==> src/rtl/ptw_pkg.sv <==
package ptw_pkg;

  typedef enum logic [1:0] {
    ST_IDLE      = 2'd0,
    ST_FETCH_DIR = 2'd1,
    ST_FETCH_PTE = 2'd2,
    ST_DONE      = 2'd3
  } walk_state_t;

  typedef enum logic {
    LVL_DIR   = 1'b0,
    LVL_TABLE = 1'b1
  } fault_level_t;

endpackage

==> src/rtl/ptw_entry_decode.sv <==
module ptw_entry_decode #(
  parameter int ENTRY_W   = 32,
  parameter int PAGE_BITS = 12,
  localparam int FRAME_W  = ENTRY_W - PAGE_BITS
) (
  input  logic [ENTRY_W-1:0] entry,
  output logic               present,
  output logic [FRAME_W-1:0] frame
);

  logic spare_unused;

  assign present      = entry[0];
  assign frame        = entry[ENTRY_W-1:PAGE_BITS];
  assign spare_unused = ^entry[PAGE_BITS-1:1];

endmodule

==> src/rtl/ptw_addr_gen.sv <==
module ptw_addr_gen #(
  parameter int VA_W      = 32,
  parameter int IDX_W     = 10,
  parameter int PAGE_BITS = 12,
  localparam int FRAME_W  = VA_W - PAGE_BITS,
  localparam int SLOT_SH  = 2
) (
  input  logic [VA_W-1:0]    vaddr,
  input  logic [VA_W-1:0]    dir_base,
  input  logic [FRAME_W-1:0] table_frame,
  input  logic               sel_table,
  output logic [VA_W-1:0]    rd_addr
);

  logic [IDX_W-1:0] outer_idx;
  logic [IDX_W-1:0] inner_idx;
  logic [VA_W-1:0]  dir_slot_addr;
  logic [VA_W-1:0]  tbl_slot_addr;

  assign outer_idx = vaddr[VA_W-1 -: IDX_W];
  assign inner_idx = vaddr[PAGE_BITS +: IDX_W];

  assign dir_slot_addr = dir_base + VA_W'({outer_idx, {SLOT_SH{1'b0}}});

  generate
    if (PAGE_BITS >= IDX_W + SLOT_SH) begin : g_tbl_concat
      // table frame is page aligned and the slot offset fits in a page
      assign tbl_slot_addr = {table_frame,
                              {(PAGE_BITS - IDX_W - SLOT_SH){1'b0}},
                              inner_idx, {SLOT_SH{1'b0}}};
    end else begin : g_tbl_add
      assign tbl_slot_addr = {table_frame, {PAGE_BITS{1'b0}}}
                           + VA_W'({inner_idx, {SLOT_SH{1'b0}}});
    end
  endgenerate

  assign rd_addr = sel_table ? tbl_slot_addr : dir_slot_addr;

endmodule

==> src/rtl/ptw_walk_ctrl.sv <==
module ptw_walk_ctrl
  import ptw_pkg::*;
(
  input  logic         clk,
  input  logic         rst_n,
  input  logic         req_valid,
  input  logic         mem_ack,
  input  logic         entry_present,
  input  logic         rsp_ack,
  output logic         req_ready,
  output logic         mem_req,
  output logic         sel_table,
  output logic         cap_req,
  output logic         cap_dir,
  output logic         cap_rsp,
  output logic         rsp_fault_nxt,
  output fault_level_t rsp_level_nxt,
  output logic         rsp_valid
);

  walk_state_t state_q, state_d;

  always_comb begin
    state_d       = state_q;
    cap_req       = 1'b0;
    cap_dir       = 1'b0;
    cap_rsp       = 1'b0;
    rsp_fault_nxt = 1'b0;
    rsp_level_nxt = LVL_DIR;
    unique case (state_q)
      ST_IDLE: begin
        if (req_valid) begin
          cap_req = 1'b1;
          state_d = ST_FETCH_DIR;
        end
      end
      ST_FETCH_DIR: begin
        if (mem_ack) begin
          if (entry_present) begin
            cap_dir = 1'b1;
            state_d = ST_FETCH_PTE;
          end else begin
            cap_rsp       = 1'b1;
            rsp_fault_nxt = 1'b1;
            rsp_level_nxt = LVL_DIR;
            state_d       = ST_DONE;
          end
        end
      end
      ST_FETCH_PTE: begin
        if (mem_ack) begin
          cap_rsp       = 1'b1;
          rsp_fault_nxt = !entry_present;
          rsp_level_nxt = LVL_TABLE;
          state_d       = ST_DONE;
        end
      end
      ST_DONE: begin
        if (rsp_ack) state_d = ST_IDLE;
      end
      default: state_d = ST_IDLE;
    endcase
  end

  always_ff @(posedge clk or negedge rst_n) begin
    if (!rst_n) state_q <= ST_IDLE;
    else        state_q <= state_d;
  end

  assign req_ready = (state_q == ST_IDLE);
  assign mem_req   = (state_q == ST_FETCH_DIR) || (state_q == ST_FETCH_PTE);
  assign sel_table = (state_q == ST_FETCH_PTE);
  assign rsp_valid = (state_q == ST_DONE);


  idle_only_ready_chk: assert property (@(posedge clk) disable iff (!rst_n)
    req_ready |-> !mem_req && !rsp_valid);


  read_wait_chk: assert property (@(posedge clk) disable iff (!rst_n)
    mem_req && !mem_ack |=> mem_req && ($stable(sel_table)));


  dir_fault_end_chk: assert property (@(posedge clk) disable iff (!rst_n)
    mem_req && !sel_table && mem_ack && !entry_present |=> rsp_valid);


  ack_to_idle_chk: assert property (@(posedge clk) disable iff (!rst_n)
    rsp_valid && rsp_ack |=> req_ready);

endmodule

==> src/rtl/two_level_walker.sv <==
module two_level_walker
  import ptw_pkg::*;
#(
  parameter int VA_W      = 32,
  parameter int IDX_W     = 10,
  parameter int PAGE_BITS = 12,
  localparam int FRAME_W  = VA_W - PAGE_BITS
) (
  input  logic            clk,
  input  logic            rst_n,
  input  logic            req_valid,
  output logic            req_ready,
  input  logic [VA_W-1:0] req_vaddr,
  input  logic [VA_W-1:0] dir_base,
  output logic            mem_req,
  output logic [VA_W-1:0] mem_addr,
  input  logic            mem_ack,
  input  logic [VA_W-1:0] mem_rdata,
  output logic            rsp_valid,
  output logic [VA_W-1:0] rsp_paddr,
  output logic            rsp_fault,
  output logic            rsp_fault_level,
  input  logic            rsp_ack
);

  logic [VA_W-1:0]    vaddr_q;
  logic [VA_W-1:0]    base_q;
  logic [FRAME_W-1:0] tframe_q;
  logic [VA_W-1:0]    paddr_q;
  logic               fault_q;
  fault_level_t       level_q;

  logic               entry_present;
  logic [FRAME_W-1:0] entry_frame;
  logic               sel_table;
  logic               cap_req, cap_dir, cap_rsp;
  logic               fault_nxt;
  fault_level_t       level_nxt;
  logic [VA_W-1:0]    paddr_d;

  ptw_entry_decode #(.ENTRY_W(VA_W), .PAGE_BITS(PAGE_BITS)) u_decode (
    .entry   (mem_rdata),
    .present (entry_present),
    .frame   (entry_frame)
  );

  ptw_addr_gen #(.VA_W(VA_W), .IDX_W(IDX_W), .PAGE_BITS(PAGE_BITS)) u_addr (
    .vaddr       (vaddr_q),
    .dir_base    (base_q),
    .table_frame (tframe_q),
    .sel_table   (sel_table),
    .rd_addr     (mem_addr)
  );

  ptw_walk_ctrl u_ctrl (
    .clk           (clk),
    .rst_n         (rst_n),
    .req_valid     (req_valid),
    .mem_ack       (mem_ack),
    .entry_present (entry_present),
    .rsp_ack       (rsp_ack),
    .req_ready     (req_ready),
    .mem_req       (mem_req),
    .sel_table     (sel_table),
    .cap_req       (cap_req),
    .cap_dir       (cap_dir),
    .cap_rsp       (cap_rsp),
    .rsp_fault_nxt (fault_nxt),
    .rsp_level_nxt (level_nxt),
    .rsp_valid     (rsp_valid)
  );

  always_comb begin
    if (fault_nxt) paddr_d = '0;
    else           paddr_d = {entry_frame, vaddr_q[PAGE_BITS-1:0]};
  end

  always_ff @(posedge clk or negedge rst_n) begin
    if (!rst_n) begin
      vaddr_q <= '0;
      base_q  <= '0;
    end else if (cap_req) begin
      vaddr_q <= req_vaddr;
      base_q  <= dir_base;
    end
  end

  always_ff @(posedge clk or negedge rst_n) begin
    if (!rst_n)       tframe_q <= '0;
    else if (cap_dir) tframe_q <= entry_frame;
  end

  always_ff @(posedge clk or negedge rst_n) begin
    if (!rst_n) begin
      paddr_q <= '0;
      fault_q <= 1'b0;
      level_q <= LVL_DIR;
    end else if (cap_rsp) begin
      paddr_q <= paddr_d;
      fault_q <= fault_nxt;
      level_q <= level_nxt;
    end
  end

  assign rsp_paddr       = paddr_q;
  assign rsp_fault       = fault_q;
  assign rsp_fault_level = level_q;


  mem_addr_hold_chk: assert property (@(posedge clk) disable iff (!rst_n)
    mem_req && !mem_ack |=> $stable(mem_addr));


  rsp_hold_chk: assert property (@(posedge clk) disable iff (!rst_n)
    rsp_valid && !rsp_ack |=> rsp_valid && $stable(rsp_paddr)
                              && $stable(rsp_fault) && $stable(rsp_fault_level));


  offset_pass_chk: assert property (@(posedge clk) disable iff (!rst_n)
    rsp_valid && !rsp_fault |-> rsp_paddr[PAGE_BITS-1:0] == vaddr_q[PAGE_BITS-1:0]);


  fault_zero_chk: assert property (@(posedge clk) disable iff (!rst_n)
    rsp_valid && rsp_fault |-> rsp_paddr == '0);

endmodule

==> config.mk <==
export PLATFORM = sky130hd
export DESIGN_NAME = two_level_walker
export DESIGN_NICKNAME = d
export VERILOG_FILES = /design/src/rtl/ptw_pkg.sv /design/src/rtl/ptw_entry_decode.sv /design/src/rtl/ptw_addr_gen.sv /design/src/rtl/ptw_walk_ctrl.sv /design/src/rtl/two_level_walker.sv
export SDC_FILE = /design/constraint.sdc
export NUM_CORES = 1
export LEC_CHECK = 0
export BUFFER_PORTS_ARGS = -buffer_cell sky130_fd_sc_hd__buf_2
export CORE_MARGIN = 3
export CORE_UTILIZATION = 47
export CTS_CLUSTER_DIAMETER = 60
export CTS_CLUSTER_SIZE = 14
export DETAILED_ROUTE_END_ITERATION = 16
export GPL_TIMING_DRIVEN = 0
export HOLD_SLACK_MARGIN = 0.06
export PLACE_DENSITY = 0.76
export SLEW_MARGIN = 20
export SYNTH_ARGS = -nofsm -noshare
export SYNTH_HDL_FRONTEND = slang
export SYNTH_SLANG_ARGS = --single-unit
==> constraint.sdc <==
create_clock -name clk -period 2 [get_ports clk]
set_input_delay 0.2 -clock clk [delete_from_list [all_inputs] [get_ports clk]]
set_output_delay 0.2 -clock clk [all_outputs]
set_load 0.01 [all_outputs]
# Word-level counts from Yosys, hierarchy flattened
# Index checks and enable logic that the tools add are counted.
dict set report op_classes {
  eq_ne 7
  n_reduce_logical 4
  mux 20
  add_sub_neg 1
}
# op count
set ops {}
lappend ops {{$mux 32} 2}
lappend ops {{$add 32x12->32} 1}
lappend ops {{$mux 1} 11}
lappend ops {{$mux 2} 4}
lappend ops {{$pmux 2 s4} 1}
lappend ops {{$ne 2x2->1 const B} 3}
lappend ops {{$eq 2x2->1 const B} 2}
lappend ops {{$pmux 1 s2} 2}
lappend ops {{$reduce_and 4->1} 1}
lappend ops {{$eq 2x1->1 const B} 1}
lappend ops {{$logic_not 2->1} 1}
lappend ops {{$ne 2x1->1 const B} 1}
lappend ops {{$logic_not 1->1} 1}
lappend ops {{$logic_or 1x1->1} 1}
dict set report totals {
  output_inout_bits 69
  wordCells 39
  input_bits 101
  ff_bits 120
}

# Logic depth before layout (Yosys ltp)
dict set report depth {
  depth_word 4
  depth_mapped 8
  ltp_nobuf 7
}

# Modules after synthesis
# A second synthesis with hierarchy kept.
dict set report hier_totals {
  cells_unflattened 560
  hier_area_um2 6522.5
}
# mod area_each_um2 cells_per_inst instances seq_area_each_um2
set modules_own_cells {}
lappend modules_own_cells {two_level_walker 4853.4 319 1 2952.8}
lappend modules_own_cells {ptw_addr_gen 1257.5 193 1 0.0}
lappend modules_own_cells {ptw_walk_ctrl 254.0 27 1 50.0}
lappend modules_own_cells {ptw_entry_decode 157.7 21 1 0.0}

# Worst setup path before layout
# No wires, ideal clock.
dict set report synth_timing {
  path_type {flip-flop to output port}
  from {register base_q[2]}
  to {output mem_addr[24]}
  arrival_ns 1.964
  stages_incl_launch_ff 8
  path_slack_ns -0.164
  path_cell_list {dfrtp_1 > ha_1 > fa_1 > nand3_1 > a21oi_2 > o311ai_4 > nor3_1 > a221o_2}
}
dict set report synth_between {
  elab_chain_cells 2
}
# element line
set synth_rtl {}
lappend synth_rtl {{from (decl)} two_level_walker.sv:27} ;# logic [VA_W-1:0] base_q;
lappend synth_rtl {{from (signal assigned)} two_level_walker.sv:84} ;# base_q <= dir_base;
lappend synth_rtl {{$add 32x12->32} ptw_addr_gen.sv:23} ;# assign dir_slot_addr = dir_base + VA_W'({outer_idx, {SLOT_SH{1'b0}}});
lappend synth_rtl {{$mux 32} ptw_addr_gen.sv:37} ;# assign rd_addr = sel_table ? tbl_slot_addr : dir_slot_addr;
lappend synth_rtl {{to (decl)} two_level_walker.sv:16} ;# output logic [VA_W-1:0] mem_addr,
# Every way passes these cells.

# Worst setup path in the final report
dict set report layout_timing {
  from {register vaddr_q[27]}
  to {output mem_addr[23]}
}
dict set report layout_between {
  elab_chain_cells 2
}
# element line
set layout_rtl {}
lappend layout_rtl {{from (decl)} two_level_walker.sv:26} ;# logic [VA_W-1:0] vaddr_q;
lappend layout_rtl {{from (signal assigned)} two_level_walker.sv:83} ;# vaddr_q <= req_vaddr;
lappend layout_rtl {{$add 32x12->32} ptw_addr_gen.sv:23}
lappend layout_rtl {{$mux 32} ptw_addr_gen.sv:37}
# Every way passes these cells.

==> impl_summary.log <==
[metrics] result of the run: finished with violations
[metrics] violated checks: negative setup slack
[metrics] DIE WIDTH: 119 um
[metrics] full die area: around 0.014 sq mm
[metrics] clock transition at the registers of the reported paths: 0.05 ns
[metrics] overall overflow remaining after global route: 0
[metrics] maximum ir drop on the vdd rail: 1.07 mV
[metrics] combined global-route utilization of all metal layers: 0.269
[metrics] CTS tree: yes
[metrics] pin count of the biggest net entering global routing: 65
[metrics] growth of design area from synthesis to finish: 57.1%
[metrics] post-place setup slack: -0.898 ns
[metrics] Vias: 5474
[metrics] clock latency on the worst-skew pair: approximately 0.42 ns
[metrics] Synth warnings: 0
[metrics] largest fanout on the critical path: 10
[metrics] core region area: 0.0122 sq mm
[metrics] post-route setup slack: -0.799 ns
[metrics] overall power after layout: 16.9 mW
[metrics] die height: approximately 120 um
[metrics] H-tree levels: 4
[metrics] initial cell density of the core: 0.488
[metrics] static leakage: 4.25 nW
[metrics] total wire length: between 15000 and 20000 um
[metrics] detailed placer's ending HPWL: 11600 um
[metrics] endpoint type of the worst setup path: output pin
[metrics] launch instance of the worst register-to-register path: u_ctrl.state_q[1]$_DFFE_PN0P_
[metrics] Period minus WS final: ~2.8 ns
[metrics] critical path data arrival time: between 2 and 3 ns
[metrics] first-pass GRT wire length: approximately 30000 um
[metrics] fraction of layout instances using a drive strength above 1: 0.490
[metrics] most frequent cells in the layout: sky130_fd_sc_hd__buf_2 (153), sky130_fd_sc_hd__dfrtp_1 (119), sky130_fd_sc_hd__dlygate4sd3_1 (85), sky130_fd_sc_hd__mux2_2 (84)
[metrics] PortBufs: 158
[metrics] number of endpoints with negative hold slack in the final report: 0
[metrics] share of the clock period used by the worst path after layout: 1.40
[metrics] timing-limited maximum frequency: about 360 MHz
[metrics] main flop type after synthesis: sky130_fd_sc_hd__dfrtp_1
[metrics] net count after synthesis: between 600 and 700
[metrics] reg2reg path depth: 6
[metrics] asr flop ratio synth: 1.00
[metrics] FF+latch count, synth: 120
[metrics] Final Net Count: 915
[metrics] WP data required: between 1.5 and 2 ns
[metrics] DRC viols: 0
[metrics] number of instances in the synthesized netlist: 500
[metrics] number of antenna diodes: 0
[metrics] clock skew: 0.00503 ns
[metrics] Detailed Route Iter0 Violations: 380
[metrics] final setup fails: 30
[metrics] class of the most critical hold timing path: in -> reg
[metrics] number of detailed-routing iterations run before antenna repair: 5
[metrics] Worst Path Class, Setup: reg -> out
[metrics] worst-case clock buffer depth: 2
[metrics] CP Capture Point: mem_addr[23]
[metrics] global placer's final weighted congestion: around 0.92
[metrics] unrepaired setup endpoints after global routing: true
[metrics] power density cells: 1810 mW/mm^2
[metrics] number of top-level pins: 170
[metrics] Seq/Total Area, Yosys: 0.504
[metrics] EDFF count, synth: 0
[metrics] nature of the critical path startpoint: register
[metrics] via density per instance: about 5.6
[metrics] number of slew-limit violations in the final report: 0
[metrics] most common library cell in the layout ignoring fill and taps: sky130_fd_sc_hd__buf_2
[metrics] register-to-register setup slack: 0 ns
[metrics] R2R Path End: rsp_paddr[5]$_DFFE_PN0P_
[metrics] Avg Synthesized Cell Area: 11.9 sq um
[metrics] CP startpoint: vaddr_q[27]$_DFFE_PN0P_
[metrics] number of buffers created by CTS: 17
[metrics] clk sinks: 120
[metrics] num rows: 40
[metrics] number of distinct standard cells referenced by the synthesized netlist: 60
[metrics] Slew headroom: 0.591
[metrics] slew at the pin closest to its max-slew limit: between 0.6 and 0.7 ns
[metrics] WL/cell: slightly below 20 um
[metrics] number of global-route vias before repair: around 6000
[metrics] number of antenna violations at the first check in global routing: 0
[metrics] MaxCap Viol Count: 0
[metrics] Synth Cell Area: 0.00595 sq mm
[metrics] remaining number of nets flagged by the antenna check after routing: 0
[metrics] clock root cell: sky130_fd_sc_hd__clkbuf_16
## through the flow
step	TNS [ns]	std cells	util	cell area, sq um	hold slack [ns]
after floorplan	-0.278	500	-	6100	-0.0956
after global placement	-104.72	826	0.581	7100	0.432
after detailed placement	-34.84	827	0.584	7130	0.229
after CTS	-17.40	969	0.750	9160	0.143
after global routing	-20.98	976	0.766	9360	0.189
final	-18.55	976	0.766	9360	0.197
## critical path: stages (launching register included)
cell and delay (ns):
sky130_fd_sc_hd__dfrtp_1 0.38, sky130_fd_sc_hd__ha_1 0.31, sky130_fd_sc_hd__buf_6 0.14, sky130_fd_sc_hd__buf_4 0.13, sky130_fd_sc_hd__a32o_2 0.27, sky130_fd_sc_hd__o21ai_4 0.21
sky130_fd_sc_hd__buf_6 0.22, sky130_fd_sc_hd__a2111oi_4 0.09, sky130_fd_sc_hd__a221o_1 0.29, sky130_fd_sc_hd__buf_2 0.15
## where the power goes
group          internal, mW  leakage, nW  total [mW]  switching (mW)
sequential             3.59         1.47        4.57           0.981
combinational          4.95         2.53        9.66            4.71
clock                  1.64        0.248        2.67            1.02
## synth_stat cells, types with 2 or more instances
master                      number  area share
sky130_fd_sc_hd__mux2i_1         2      0.0034
sky130_fd_sc_hd__a2111o_1        5      0.0095
sky130_fd_sc_hd__and2_1          2      0.0021
sky130_fd_sc_hd__o21ai_1         2      0.0017
sky130_fd_sc_hd__a211o_1         2      0.0029
sky130_fd_sc_hd__nand3_1        11      0.0092
sky130_fd_sc_hd__o31ai_1         6      0.0076
sky130_fd_sc_hd__and4_1          2      0.0029
sky130_fd_sc_hd__ha_1           14       0.029
sky130_fd_sc_hd__or4_1           3      0.0038
sky130_fd_sc_hd__nand4_1         5      0.0053
sky130_fd_sc_hd__a22o_1         33       0.049
sky130_fd_sc_hd__nand2b_1        7      0.0074
sky130_fd_sc_hd__a21oi_1        15       0.013
sky130_fd_sc_hd__a21o_1         10       0.013
sky130_fd_sc_hd__nor3_2          2      0.0034
sky130_fd_sc_hd__o21ai_0        14       0.012
sky130_fd_sc_hd__buf_2           4      0.0034
sky130_fd_sc_hd__o211ai_1        7      0.0088
sky130_fd_sc_hd__mux2_2         86        0.16
sky130_fd_sc_hd__a211oi_1        3      0.0038
sky130_fd_sc_hd__xor2_1          4      0.0059
sky130_fd_sc_hd__clkbuf_1       23       0.015
sky130_fd_sc_hd__a22oi_1         2      0.0025
sky130_fd_sc_hd__buf_1           2      0.0013
sky130_fd_sc_hd__nand2_1        35       0.022
sky130_fd_sc_hd__nor3b_1         2      0.0025
sky130_fd_sc_hd__nor2b_1        12       0.013
sky130_fd_sc_hd__a2111oi_0       4      0.0059
sky130_fd_sc_hd__and3_1          5      0.0053
sky130_fd_sc_hd__nor3_1          5      0.0042
sky130_fd_sc_hd__nor2_1         10      0.0063
sky130_fd_sc_hd__a221o_1         5      0.0084
sky130_fd_sc_hd__dfrtp_1       120        0.50
sky130_fd_sc_hd__a21boi_0        3      0.0038
sky130_fd_sc_hd__inv_1           8      0.0050
sky130_fd_sc_hd__o21a_1          2      0.0025
## cell families after synthesis
kind of cell / Yosys count / share of synthesized area
buffers and inverters: 38 / 0.0261
adders and majority gates: 15 / 0.0328
xor gates and xnor gates: 5 / 0.00736
muxes: 88 / 0.166
and+or+nand+nor: 109 / 0.0982
DFF: 120 / 0.504
AOI/OAI and AO/OA: 125 / 0.165
## layout make-up
| class | instances | area, sq um |
|---|---|---|
| Multi-Input combinational cell | 342 | 3240 |
| Clock inverter | 4 | 22.5 |
| Sequential cell | 120 | 3000 |
| Tap cell | 168 | 210 |
| Clock buffer | 24 | 482 |
| Inverter | 8 | 30.0 |
| Buffer | 29 | 304 |
| Fill cell | 793 | 2860 |
| Timing Repair Buffer | 281 | 2060 |
## registers in the layout (all words and copies together) (netlist names)
| name | count |
|---|---|
| base_q | 32 |
| rsp_fault_level | 1 |
| rsp_fault | 1 |
| u_ctrl.state_q | 2 |
| vaddr_q | 32 |
| rsp_paddr | 32 |
| tframe_q | 20 |
## worst min-delay path by stage
stage / end / cells after the start / slack (ns) / start
finish: rsp_fault$_DFFE_PN0P_ / 3 / 0.20 / mem_rdata[0]
global route: rsp_fault$_DFFE_PN0P_ / 3 / 0.19 / mem_rdata[0]
CTS: rsp_fault$_DFFE_PN0P_ / 3 / 0.14 / mem_rdata[0]
detailed placement: rsp_paddr[12]$_DFFE_PN0P_ / 1 / 0.23 / rst_n
global placement: base_q[29]$_DFFE_PN0P_ / 2 / 0.43 / dir_base[29]
floorplan: base_q[0]$_DFFE_PN0P_ / 0 / -0.1 / rst_n
## metal layers
layer | part of all wire | up-vias | track usage
met5 | 0 | - | 0
met4 | 0.033 | 0 | 0.110
met3 | 0.063 | 55 | 0.0737
met2 | 0.50 | 237 | 0.460
met1 | 0.40 | 2709 | 0.320
li1 | - | 2473 | -
## what timing repair did
item	CTS	global route
buffers inserted	27	8
hold buffers	85	0
setup endpoints to repair	124	92
cloned	2	0
resized for setup	106	35
pin swaps	40	25
hold endpoints to repair	167	0
No activity file was read; power rests on OpenSTA's default activity.
